===== src/rtl/tick_timer_pkg.sv =====
package tick_timer_pkg;
  localparam logic [7:0] OFF_CTRL  = 8'h10;
  localparam logic [7:0] OFF_LOAD  = 8'h14;
  localparam logic [7:0] OFF_CUR   = 8'h18;
  localparam logic [7:0] OFF_CALIB = 8'h1C;
  localparam int BIT_EN   = 0;
  localparam int BIT_IE   = 1;
  localparam int BIT_SRC  = 2;
  localparam int BIT_FLAG = 16;
endpackage


===== src/rtl/tick_timer_regs.sv =====
module tick_timer_regs
  import tick_timer_pkg::*;
#(
  parameter int CNT_W  = 24,
  parameter int DATA_W = 32,
  parameter int ADDR_W = 8,
  parameter int CALIB  = 10000
) (
  input  logic              clk_i,
  input  logic              rst_ni,
  input  logic              req_i,
  input  logic              we_i,
  input  logic [ADDR_W-1:0] addr_i,
  input  logic [DATA_W-1:0] wdata_i,
  input  logic              en_i,
  input  logic              ie_i,
  input  logic              src_i,
  input  logic              flag_i,
  input  logic [CNT_W-1:0]  cnt_i,
  output logic              ctrl_wr_o,
  output logic              ctrl_rd_o,
  output logic              cur_wr_o,
  output logic [CNT_W-1:0]  reload_o,
  output logic [DATA_W-1:0] rdata_o
);
  logic sel_ctrl, sel_load, sel_cur, sel_calib;
  logic [CNT_W-1:0] reload_q;
  logic [DATA_W-1:0] ctrl_word;

  assign sel_ctrl  = addr_i == ADDR_W'(OFF_CTRL);
  assign sel_load  = addr_i == ADDR_W'(OFF_LOAD);
  assign sel_cur   = addr_i == ADDR_W'(OFF_CUR);
  assign sel_calib = addr_i == ADDR_W'(OFF_CALIB);

  assign ctrl_wr_o = req_i && we_i && sel_ctrl;
  assign ctrl_rd_o = req_i && !we_i && sel_ctrl;
  assign cur_wr_o  = req_i && we_i && sel_cur;
  assign reload_o  = reload_q;

  always_ff @(posedge clk_i or negedge rst_ni) begin
    if (!rst_ni)                     reload_q <= '0;
    else if (req_i && we_i && sel_load) reload_q <= wdata_i[CNT_W-1:0];
  end

  always_comb begin
    ctrl_word = '0;
    ctrl_word[BIT_EN]   = en_i;
    ctrl_word[BIT_IE]   = ie_i;
    ctrl_word[BIT_SRC]  = src_i;
    ctrl_word[BIT_FLAG] = flag_i;
  end

  always_comb begin
    rdata_o = '0;
    if (req_i && !we_i) begin
      if (sel_ctrl)       rdata_o = ctrl_word;
      else if (sel_load)  rdata_o = DATA_W'(reload_q);
      else if (sel_cur)   rdata_o = en_i ? DATA_W'(cnt_i) : '0;
      else if (sel_calib) rdata_o = DATA_W'(CALIB);
    end
  end

  AST_CUR_OFF_ZERO: assert property (@(posedge clk_i) disable iff (!rst_ni)
    (req_i && !we_i && sel_cur && !en_i) |-> (rdata_o == '0));
  AST_LOAD_KEPT: assert property (@(posedge clk_i) disable iff (!rst_ni)
    !(req_i && we_i && sel_load) |=> $stable(reload_q));
endmodule


===== src/rtl/tick_timer_core.sv =====
module tick_timer_core #(
  parameter int CNT_W = 24
) (
  input  logic             clk_i,
  input  logic             rst_ni,
  input  logic             ref_tick_i,
  input  logic             ctrl_wr_i,
  input  logic             ctrl_rd_i,
  input  logic             cur_wr_i,
  input  logic [2:0]       ctrl_wdata_i,
  input  logic [CNT_W-1:0] reload_i,
  output logic             en_o,
  output logic             ie_o,
  output logic             src_o,
  output logic             flag_o,
  output logic [CNT_W-1:0] cnt_o,
  output logic             irq_o
);
  logic en_q, ie_q, src_q, flag_q, irq_q;
  logic [CNT_W-1:0] cnt_q;
  logic tick, src_chg, en_rise, load, step, expire;

  assign tick    = src_q | ref_tick_i;
  assign src_chg = ctrl_wr_i && (ctrl_wdata_i[2] != src_q);
  assign en_rise = ctrl_wr_i && ctrl_wdata_i[0] && !en_q;
  assign load    = cur_wr_i || src_chg || (en_rise && cnt_q == '0);
  assign step    = en_q && tick && !load;
  assign expire  = step && (cnt_q == '0);

  always_ff @(posedge clk_i or negedge rst_ni) begin
    if (!rst_ni) begin
      en_q   <= 1'b0;
      ie_q   <= 1'b0;
      src_q  <= 1'b0;
      flag_q <= 1'b0;
      irq_q  <= 1'b0;
      cnt_q  <= '0;
    end else begin
      if (ctrl_wr_i) begin
        en_q  <= ctrl_wdata_i[0];
        ie_q  <= ctrl_wdata_i[1];
        src_q <= ctrl_wdata_i[2];
      end else if (expire && reload_i == '0) begin
        en_q <= 1'b0;
      end
      // set on expiry beats clear-on-read
      if (cur_wr_i)       flag_q <= 1'b0;
      else if (expire)    flag_q <= 1'b1;
      else if (ctrl_rd_i) flag_q <= 1'b0;
      irq_q <= expire && ie_q;
      if (load)        cnt_q <= reload_i;
      else if (expire) cnt_q <= reload_i;
      else if (step)   cnt_q <= cnt_q - CNT_W'(1);
    end
  end

  assign en_o   = en_q;
  assign ie_o   = ie_q;
  assign src_o  = src_q;
  assign flag_o = flag_q;
  assign cnt_o  = cnt_q;
  assign irq_o  = irq_q;

  AST_IRQ_FLAG: assert property (@(posedge clk_i) disable iff (!rst_ni)
    irq_q |-> flag_q);
  AST_CUR_WR_CLR: assert property (@(posedge clk_i) disable iff (!rst_ni)
    cur_wr_i |=> !flag_q);
  AST_RD_CLR: assert property (@(posedge clk_i) disable iff (!rst_ni)
    (ctrl_rd_i && !expire && !cur_wr_i) |=> !flag_q);
  AST_ZERO_STOP: assert property (@(posedge clk_i) disable iff (!rst_ni)
    (expire && reload_i == '0 && !ctrl_wr_i) |=> !en_q);
  AST_HOLD_OFF: assert property (@(posedge clk_i) disable iff (!rst_ni)
    (!en_q && !ctrl_wr_i && !cur_wr_i) |=> $stable(cnt_q));
endmodule


===== src/rtl/tick_timer.sv =====
module tick_timer #(
  parameter int CNT_W  = 24,
  parameter int DATA_W = 32,
  parameter int ADDR_W = 8,
  parameter int CALIB  = 10000
) (
  input  logic              clk_i,
  input  logic              rst_ni,
  input  logic              ref_tick_i,
  input  logic              req_i,
  input  logic              we_i,
  input  logic [ADDR_W-1:0] addr_i,
  input  logic [DATA_W-1:0] wdata_i,
  output logic [DATA_W-1:0] rdata_o,
  output logic              irq_o
);
  logic ctrl_wr, ctrl_rd, cur_wr, en, ie, src, flag;
  logic [CNT_W-1:0] reload, cnt;

  tick_timer_regs #(
    .CNT_W(CNT_W), .DATA_W(DATA_W), .ADDR_W(ADDR_W), .CALIB(CALIB)
  ) u_regs (
    .clk_i(clk_i), .rst_ni(rst_ni), .req_i(req_i), .we_i(we_i),
    .addr_i(addr_i), .wdata_i(wdata_i), .en_i(en), .ie_i(ie), .src_i(src),
    .flag_i(flag), .cnt_i(cnt), .ctrl_wr_o(ctrl_wr), .ctrl_rd_o(ctrl_rd),
    .cur_wr_o(cur_wr), .reload_o(reload), .rdata_o(rdata_o)
  );

  tick_timer_core #(.CNT_W(CNT_W)) u_core (
    .clk_i(clk_i), .rst_ni(rst_ni), .ref_tick_i(ref_tick_i),
    .ctrl_wr_i(ctrl_wr), .ctrl_rd_i(ctrl_rd), .cur_wr_i(cur_wr),
    .ctrl_wdata_i(wdata_i[2:0]), .reload_i(reload), .en_o(en), .ie_o(ie),
    .src_o(src), .flag_o(flag), .cnt_o(cnt), .irq_o(irq_o)
  );
endmodule


===== config.mk =====
export PLATFORM = sky130hd
export DESIGN_NAME = tick_timer
export DESIGN_NICKNAME = d
export VERILOG_FILES = /design/src/rtl/tick_timer_pkg.sv /design/src/rtl/tick_timer_regs.sv /design/src/rtl/tick_timer_core.sv /design/src/rtl/tick_timer.sv
export SDC_FILE = /design/constraint.sdc
export NUM_CORES = 1
export LEC_CHECK = 0
export BUFFER_PORTS_ARGS = -buffer_cell sky130_fd_sc_hd__buf_2
export CORE_MARGIN = 3
export CORE_UTILIZATION = 59
export CTS_CLUSTER_SIZE = 8
export DETAILED_ROUTE_END_ITERATION = 8
export PLACE_DENSITY = 0.86
export SLEW_MARGIN = 20
export SYNTH_ARGS = -nofsm -noshare
export SYNTH_HDL_FRONTEND = slang
export SYNTH_HIERARCHICAL = 1
export SYNTH_SLANG_ARGS = --single-unit

===== constraint.sdc =====
create_clock -name clk_i -period 4.55 [get_ports clk_i]
set_clock_uncertainty 0.1 [all_clocks]
set_input_delay 0.455 -clock clk_i [delete_from_list [all_inputs] [get_ports clk_i]]
set_output_delay 0.455 -clock clk_i [all_outputs]
set_load 0.005 [all_outputs]

==> impl_metrics.xml, run 1 <==
<?xml version="1.0" encoding="UTF-8"?>
<metrics>
  <group name="floorplanning">
    <metric name="initial_core_util" unit="%">62.07</metric>
    <metric name="area_of_the_die" unit="sq um">6819</metric>
    <metric name="ios" unit="">78</metric>
    <metric name="placementRows" unit="">27</metric>
    <metric name="die_height" unit="um">82.58</metric>
    <metric name="die_w" unit="um">82.58</metric>
    <metric name="core" unit="sq um">5574</metric>
  </group>
  <group name="clock_tree">
    <metric name="cts_made_buffers" unit="">5</metric>
    <metric name="insertion_delay" unit="ns">0.31</metric>
    <metric name="clock_tree.htree_level_count" unit="">2</metric>
    <metric name="ctsResizeCount" unit="">0</metric>
    <metric name="clock_tree_from_tritoncts" unit="">yes</metric>
    <metric name="clk_root_buffer_cell" unit="">sky130_fd_sc_hd__clkbuf_8</metric>
    <metric name="clk_pin_slew_worst_paths" unit="ns">0.09</metric>
    <metric name="postCtsHoldBufs" unit="">0</metric>
    <metric name="cts.sinks" unit="">53</metric>
    <metric name="postCtsSetupBuffers" unit="">0</metric>
    <metric name="clock_tree.buffer_depth" unit="">2</metric>
  </group>
  <group name="cells_and_area">
    <metric name="layout-area-overhead-vs-synth" unit="%">10.85</metric>
    <metric name="final_cell_count_no_fill" unit="">504</metric>
    <metric name="most-common-layout-cells" unit="">sky130_fd_sc_hd__buf_2, sky130_fd_sc_hd__dfrtp_1, sky130_fd_sc_hd__nor2_1</metric>
    <metric name="nets" unit="">477</metric>
    <metric name="diodes" unit="">0</metric>
    <metric name="mostFrequentLayoutCell" unit="">sky130_fd_sc_hd__buf_2</metric>
    <metric name="final_layout_size_suffix_gt1_share" unit="%">27.78</metric>
    <metric name="layout.filler_cells" unit="">465</metric>
  </group>
  <group name="run">
    <metric name="max_cap_violations" unit="">0</metric>
  </group>
  <group name="synthesis">
    <metric name="synthesis.instances" unit="">376</metric>
    <metric name="yosys_warnings" unit="">6</metric>
    <metric name="number_of_synthesized_register_bits" unit="">53</metric>
    <metric name="ys_async_sr_fraction" unit="%">100.0</metric>
    <metric name="synth-seq-area-share" unit="%">38.34</metric>
    <metric name="synth.avg_cell_area" unit="sq um">9.201</metric>
    <metric name="synth-edff-count" unit="">0</metric>
    <metric name="synthDistinctLibCells" unit="">59</metric>
    <metric name="dominantRegCellSynth" unit="">sky130_fd_sc_hd__dfrtp_1</metric>
    <metric name="synth_area" unit="sq um">3460</metric>
  </group>
  <group name="sta">
    <metric name="worst_pin_slew" unit="ns">0.9699</metric>
    <metric name="timing.hold.ws" unit="ns">0.1406</metric>
    <metric name="totalNegativeSetupSlack" unit="ns">0</metric>
    <metric name="setup-violations-final" unit="">0</metric>
    <metric name="fmax" unit="MHz">302.1</metric>
    <metric name="worst_relative_slew_slack" unit="%">34.99</metric>
    <metric name="slew_viol_final" unit="">0</metric>
    <metric name="fin_crit" unit="ns">3.310</metric>
    <metric name="rsz0062_at_grt" unit="">false</metric>
    <metric name="hold_violation_count_in_the_final_report" unit="">0</metric>
    <metric name="final.setup.worst_slack" unit="ns">1.240</metric>
    <metric name="final_min_period_over_clock_period" unit="%">72.75</metric>
  </group>
  <group name="global_route">
    <metric name="grt_start_max_net_pins" unit="">54</metric>
    <metric name="tot_gr_track_use" unit="%">28.01</metric>
    <metric name="first_pass_grt_wire_length" unit="mm">14.48</metric>
    <metric name="grt_remaining_overflow" unit="">0</metric>
    <metric name="vias_in_the_first_global_route" unit="">2993</metric>
    <metric name="antenna_violations_before_repair" unit="">0</metric>
  </group>
  <group name="power">
    <metric name="peakVddDrop" unit="V">0.0001733</metric>
    <metric name="p_leak" unit="nW">1.772</metric>
    <metric name="pwr_density_cell" unit="nW/um^2">262.4</metric>
    <metric name="cell_internal_power" unit="W">0.0006824</metric>
    <metric name="switchingPower" unit="W">0.0003237</metric>
    <metric name="share_comb_of_total_power" unit="%">19.3</metric>
    <metric name="seq_power_share" unit="%">53.1</metric>
    <metric name="power.switching_fraction" unit="%">32.18</metric>
    <metric name="clock_power_share" unit="%">27.6</metric>
  </group>
  <group name="setup_path">
    <metric name="worst_path_required_time" unit="ns">4.66</metric>
    <metric name="cp_max_fo" unit="">22</metric>
    <metric name="cp_data_arrival_time" unit="ns">3.42</metric>
    <metric name="r2r_start" unit="">u_core/cnt_o[0]</metric>
    <metric name="critical_path.reg2reg.endpoint" unit="">u_core/cnt_o[11]</metric>
    <metric name="worstSetupEndpointType" unit="">flip-flop</metric>
    <metric name="r2r_slack" unit="ns">1.49</metric>
    <metric name="crit_path_kind" unit="">input port to flip-flop</metric>
    <metric name="start_kind" unit="">input port</metric>
    <metric name="depth_of_the_worst_register_to_register_path" unit="">8</metric>
  </group>
  <group name="placed_design">
    <metric name="place.detailed.instances" unit="">496</metric>
    <metric name="dp_hpwl" unit="mm">6.320</metric>
    <metric name="io_buffers" unit="">61</metric>
    <metric name="gpl.final_weighted_congestion" unit="">0.9708</metric>
    <metric name="post_place_setup_slack" unit="ns">0.9484</metric>
  </group>
  <group name="outcome">
    <metric name="status" unit="">finished clean</metric>
  </group>
  <group name="drt">
    <metric name="drt-total-wl" unit="mm">8.991</metric>
    <metric name="via_count" unit="">3210</metric>
    <metric name="drt_pass1_iterations" unit="">7</metric>
    <metric name="route.detailed.wl_per_inst" unit="um">17.84</metric>
    <metric name="drt-initial-drc-count" unit="">386</metric>
    <metric name="antenna_violating_nets_post_route" unit="">0</metric>
    <metric name="drc" unit="">0</metric>
    <metric name="avgViaCountPerCell" unit="">6.369</metric>
  </group>
  <group name="worst_hold_path">
    <metric name="holdCritPathClass" unit="">input port to asynchronous set/reset pin</metric>
  </group>
</metrics>
==> registers in the layout, summed over array words and instances (netlist names) <==
register         count
u_core/src_o         1
u_regs/reload_o     24
u_core/cnt_o        24
u_core/en_o          1
u_core/ie_o          1
u_core/irq_o         1
u_core/flag_o        1
==> Yosys cell counts (2+ instances only) <==
cell type / number / area (sq um)
sky130_fd_sc_hd__a21o_1: 3 / 22.52
sky130_fd_sc_hd__a21oi_1: 28 / 140.1
sky130_fd_sc_hd__a22oi_1: 19 / 142.6
sky130_fd_sc_hd__a31oi_1: 2 / 12.51
sky130_fd_sc_hd__and3_1: 2 / 12.51
sky130_fd_sc_hd__buf_12: 2 / 40.04
sky130_fd_sc_hd__buf_2: 8 / 40.04
sky130_fd_sc_hd__buf_4: 9 / 67.56
sky130_fd_sc_hd__buf_6: 2 / 22.52
sky130_fd_sc_hd__clkbuf_1: 6 / 22.52
sky130_fd_sc_hd__dfrtp_1: 53 / 1326
sky130_fd_sc_hd__inv_1: 7 / 26.28
sky130_fd_sc_hd__mux2_2: 4 / 45.04
sky130_fd_sc_hd__mux2_4: 20 / 300.3
sky130_fd_sc_hd__nand2_1: 32 / 120.1
sky130_fd_sc_hd__nand2b_1: 4 / 25.02
sky130_fd_sc_hd__nand3_1: 10 / 50.05
sky130_fd_sc_hd__nand4_1: 6 / 37.54
sky130_fd_sc_hd__nor2_1: 39 / 146.4
sky130_fd_sc_hd__nor3_1: 16 / 80.08
sky130_fd_sc_hd__nor3b_1: 2 / 15.01
sky130_fd_sc_hd__nor4_1: 13 / 81.33
sky130_fd_sc_hd__o211ai_1: 4 / 30.03
sky130_fd_sc_hd__o21a_1: 2 / 15.01
sky130_fd_sc_hd__o21ai_0: 33 / 165.2
sky130_fd_sc_hd__o21ai_1: 2 / 10.01
sky130_fd_sc_hd__o21bai_1: 2 / 15.01
sky130_fd_sc_hd__o22ai_1: 2 / 12.51
sky130_fd_sc_hd__o311ai_0: 3 / 26.28
sky130_fd_sc_hd__or2_2: 4 / 25.02
sky130_fd_sc_hd__or3_1: 3 / 18.77
sky130_fd_sc_hd__or3_4: 4 / 45.04
sky130_fd_sc_hd__xor2_1: 4 / 35.03
==> metal layers <==
layer / part of all wire (%) / global-route usage, % / wire length (um)
met1: 41 / 38.50 / 3703
met2: 46 / 42.63 / 4099
met3: 10 / 6.616 / 922
met4: 2.9 / 11.27 / 265
met5: 0 / 0 / 0
==> final cells by class <==
type	count	area (sq um)	share of cell area, %
tap	72	90.09	2.349
inverter	7	26.28	0.6852
timing repair buffer	68	357.8	9.331
sequential	53	1326	34.58
clock inverter	3	25.02	0.6525
multi-input combinational	296	1941	50.60
clock buffer	5	68.82	1.794
==> worst max path at each step <==
| stage | from | end | depth (start not counted) |
|---|---|---|---|
| after floorplan | addr_i[5] | u_core/cnt_o[5] | 12 |
| after global placement | addr_i[5] | u_core/cnt_o[11] | 10 |
| after detailed placement | addr_i[5] | u_core/cnt_o[11] | 10 |
| after CTS | addr_i[5] | u_core/cnt_o[11] | 10 |
| after global routing | addr_i[5] | u_core/cnt_o[11] | 10 |
| final | addr_i[5] | u_core/cnt_o[11] | 10 |
==> through the flow <==
stage                     cell area (sq um)  utilization (%)  total power, W
after floorplan                        3486                -       0.0006678
after global placement                 3741            67.12       0.0007215
after detailed placement               3741            67.12       0.0007278
after CTS                              3835            68.80        0.001007
after global routing                   3835            68.80        0.001061
final                                  3835            68.80        0.001006
==> power groups by stage <==
stage	combinational, W	clock, W	sequential, W
after floorplan	0.000139	0	0.000529
after global placement	0.000182	0	0.000540
after detailed placement	0.000187	0	0.000541
after CTS	0.000190	0.000284	0.000533
after global routing	0.000215	0.000305	0.000540
final	0.000195	0.000278	0.000534
==> logic make-up after synthesis <==
kind of cell / Yosys count / share of synthesized area, %
AO/OA/AOI/OAI: 110 / 20.00
XOR/XNOR: 4 / 1.013
adder cells (fa/ha/maj): 1 / 0.3616
buffers and inverters: 34 / 6.329
flip-flops: 53 / 38.34
multiplexers: 25 / 10.27
other: 1 / 0.1084
AND/OR/NAND/NOR: 148 / 23.58
==> worst max-delay path: stages <==
cell and delay (ns):
sky130_fd_sc_hd__buf_2 0.09, sky130_fd_sc_hd__or4b_4 0.59, sky130_fd_sc_hd__or3_4 0.45, sky130_fd_sc_hd__nor3b_1 0.45, sky130_fd_sc_hd__a21oi_1 0.08, sky130_fd_sc_hd__buf_4 0.22, sky130_fd_sc_hd__nand2_1 0.11, sky130_fd_sc_hd__a21o_1 0.54
sky130_fd_sc_hd__a21oi_1 0.15, sky130_fd_sc_hd__a311oi_1 0.27
No activity file was read; power rests on OpenSTA's default activity.
==> run 2, diff against run 1 <==
- CORE_UTILIZATION: 59 -> 55
- PLACE_DENSITY: 0.86 -> 0.81
- clock period: 4.55 -> 3.4 ns (I/O delays scaled with it)
==> impl_metrics.xml, run 2 (synthesized netlist as in run 1, its figures left out) <==
<?xml version="1.0" encoding="UTF-8"?>
<metrics>
  <group name="sta">
    <metric name="worst_pin_slew" unit="ns">0.8047</metric>
    <metric name="final.setup.worst_slack" unit="ns">0.4861</metric>
    <metric name="totalNegativeSetupSlack" unit="ns">0</metric>
    <metric name="slew_viol_final" unit="">0</metric>
    <metric name="rsz0062_at_grt" unit="">false</metric>
    <metric name="fin_crit" unit="ns">2.914</metric>
    <metric name="timing.hold.ws" unit="ns">0.004895</metric>
    <metric name="worst_relative_slew_slack" unit="%">46.35</metric>
    <metric name="final_min_period_over_clock_period" unit="%">85.70</metric>
    <metric name="hold_violation_count_in_the_final_report" unit="">0</metric>
    <metric name="fmax" unit="MHz">343.2</metric>
    <metric name="setup-violations-final" unit="">0</metric>
  </group>
  <group name="cells_and_area">
    <metric name="most-common-layout-cells" unit="">sky130_fd_sc_hd__buf_2, sky130_fd_sc_hd__dfrtp_1, sky130_fd_sc_hd__nor2_1</metric>
    <metric name="layout.filler_cells" unit="">505</metric>
    <metric name="layout.area.seq" unit="sq um">1326</metric>
    <metric name="layout-area-overhead-vs-synth" unit="%">12.04</metric>
    <metric name="multiInputGateArea" unit="sq um">1941</metric>
    <metric name="mostFrequentLayoutCell" unit="">sky130_fd_sc_hd__buf_2</metric>
    <metric name="nets" unit="">483</metric>
    <metric name="final_layout_size_suffix_gt1_share" unit="%">28.54</metric>
    <metric name="diodes" unit="">0</metric>
    <metric name="final_cell_count_no_fill" unit="">513</metric>
  </group>
  <group name="floorplanning">
    <metric name="die_w" unit="um">85.31</metric>
    <metric name="initial_core_util" unit="%">57.75</metric>
    <metric name="core" unit="sq um">5991</metric>
    <metric name="ios" unit="">78</metric>
    <metric name="die_height" unit="um">85.31</metric>
    <metric name="placementRows" unit="">28</metric>
    <metric name="area_of_the_die" unit="sq um">7278</metric>
  </group>
  <group name="setup_path">
    <metric name="start_kind" unit="">input port</metric>
    <metric name="crit_chain" unit="">buf_2 &gt; or4b_4 &gt; or3_4 &gt; nor3b_1 &gt; a21oi_1 &gt; buf_4 &gt; o31a_2 &gt; buf_4 &gt; o21ai_0 &gt; a21oi_1 &gt; a21oi_1</metric>
    <metric name="worst_path_required_time" unit="ns">3.55</metric>
    <metric name="critical-path-max-stage-delay" unit="ns">0.53</metric>
    <metric name="cp_data_arrival_time" unit="ns">3.06</metric>
    <metric name="timing.critical_path.mode_cell" unit="">sky130_fd_sc_hd__a21oi_1</metric>
    <metric name="worstSetupEndpointType" unit="">flip-flop</metric>
    <metric name="cpMaxStageDelayCell" unit="">sky130_fd_sc_hd__or4b_4</metric>
    <metric name="cp_max_fo" unit="">16</metric>
    <metric name="worst-path-buf-inv" unit="">3</metric>
    <metric name="crit_path_kind" unit="">input port to flip-flop</metric>
    <metric name="path_delay_family" unit="">simple AND/OR/NAND/NOR gates</metric>
  </group>
  <group name="clock_tree">
    <metric name="insertion_delay" unit="ns">0.31</metric>
    <metric name="cts_made_buffers" unit="">5</metric>
    <metric name="clock_tree.buffer_depth" unit="">2</metric>
    <metric name="clk_root_buffer_cell" unit="">sky130_fd_sc_hd__clkbuf_8</metric>
    <metric name="ctsResizeCount" unit="">0</metric>
    <metric name="clk_pin_slew_worst_paths" unit="ns">0.10</metric>
    <metric name="clock_tree_from_tritoncts" unit="">yes</metric>
    <metric name="cts.sinks" unit="">53</metric>
    <metric name="clock_tree.htree_level_count" unit="">2</metric>
    <metric name="postCtsSetupBuffers" unit="">0</metric>
    <metric name="postCtsHoldBufs" unit="">0</metric>
  </group>
  <group name="global_route">
    <metric name="first_pass_grt_wire_length" unit="mm">14.75</metric>
    <metric name="grt_remaining_overflow" unit="">0</metric>
    <metric name="vias_in_the_first_global_route" unit="">2949</metric>
    <metric name="tot_gr_track_use" unit="%">25.50</metric>
    <metric name="antenna_violations_before_repair" unit="">0</metric>
    <metric name="grt_start_max_net_pins" unit="">37</metric>
  </group>
  <group name="power">
    <metric name="peakVddDrop" unit="V">0.0001789</metric>
    <metric name="pwr_density_cell" unit="nW/um^2">344.7</metric>
    <metric name="p_leak" unit="nW">1.803</metric>
    <metric name="total_power" unit="W">0.001336</metric>
  </group>
  <group name="placed_design">
    <metric name="place.detailed.instances" unit="">505</metric>
    <metric name="gpl.final_weighted_congestion" unit="">0.9243</metric>
    <metric name="io_buffers" unit="">61</metric>
    <metric name="post_place_setup_slack" unit="ns">0.1957</metric>
    <metric name="dp_hpwl" unit="mm">6.674</metric>
  </group>
  <group name="drt">
    <metric name="route.detailed.wl_per_inst" unit="um">17.77</metric>
    <metric name="drt_pass1_iterations" unit="">5</metric>
    <metric name="via_count" unit="">3224</metric>
    <metric name="antenna_violating_nets_post_route" unit="">0</metric>
    <metric name="drt-total-wl" unit="mm">9.117</metric>
    <metric name="drt-initial-drc-count" unit="">287</metric>
    <metric name="drc" unit="">0</metric>
    <metric name="avgViaCountPerCell" unit="">6.285</metric>
  </group>
  <group name="worst_hold_path">
    <metric name="holdCritPathClass" unit="">input port to asynchronous set/reset pin</metric>
  </group>
  <group name="run">
    <metric name="max_cap_violations" unit="">0</metric>
  </group>
  <group name="outcome">
    <metric name="status" unit="">finished clean</metric>
  </group>
</metrics>
-- run 2: cell types whose count changed in the layout (fill, tap and decap cells not counted) --
cell / delta
sky130_fd_sc_hd__buf_4: +6
sky130_fd_sc_hd__clkinv_4: -1
sky130_fd_sc_hd__clkbuf_1: +1
sky130_fd_sc_hd__clkinvlp_4: -1
sky130_fd_sc_hd__clkinv_2: +1
-- run 2: area by class of cell --
type,instances,share of cell area (%)
tap,75,2.421
clock inverter,2,0.3551
inverter,7,0.6779
sequential,53,34.22
timing repair buffer,74,10.39
multi-input combinational,296,50.06
clock buffer,6,1.872
-- run 2: worst register-to-register path, delay by kind of cell (launching register included) --
kind / cells / cell delay, ns
adders and majority gates: 1 / 0.17
AOI/OAI and AO/OA: 3 / 0.50
and+or+nand+nor: 3 / 1.13
DFF: 1 / 0.44
buffers and inverters: 2 / 0.34
-- run 2: routing by layer --
metal / vias up / routed length [um] / GRT usage, %
met3: 27 / 757 / 3.786
met4: 0 / 274 / 9.784
met5: - / 0 / 0
li1: 1497 / - / -
met2: 168 / 4127 / 38.77
met1: 1532 / 3957 / 36.78
-- run 2: where the power goes --
group	internal (W)	switching, W	total [W]
sequential	0.000665	0.0000474	0.000712
combinational	0.000100	0.000160	0.000260
clock	0.000147	0.000217	0.000364
total	0.000912	0.000424	0.00134
-- run 2: final timing paths --
check | from | cells past startpoint | end | slack, ns
hold / removal | rst_ni | 1 | u_core/ie_o | 0.005
setup / recovery | addr_i[5] | 11 | u_core/cnt_o[16] | 0.49
hold reg to reg | u_core/flag_o | 2 | u_core/flag_o | 0.45
max in group asynchronous | rst_ni | 2 | u_core/cnt_o[11] | 2.44
setup reg to reg | u_core/cnt_o[0] | 9 | u_core/cnt_o[15] | 0.60
min in group clk_i | wdata_i[23] | 2 | u_regs/reload_o[23] | 0.15
-- run 2: through the flow --
| stage | area [sq um] | utilization, % |
|---|---|---|
| 4_1_cts | 3876 | 64.70 |
| 3_5_place_dp | 3790 | 63.26 |
| 3_3_place_gp | 3790 | 63.26 |
| 2_1_floorplan | 3486 | - |
| 6_report | 3876 | 64.70 |
| 5_1_grt | 3876 | 64.70 |
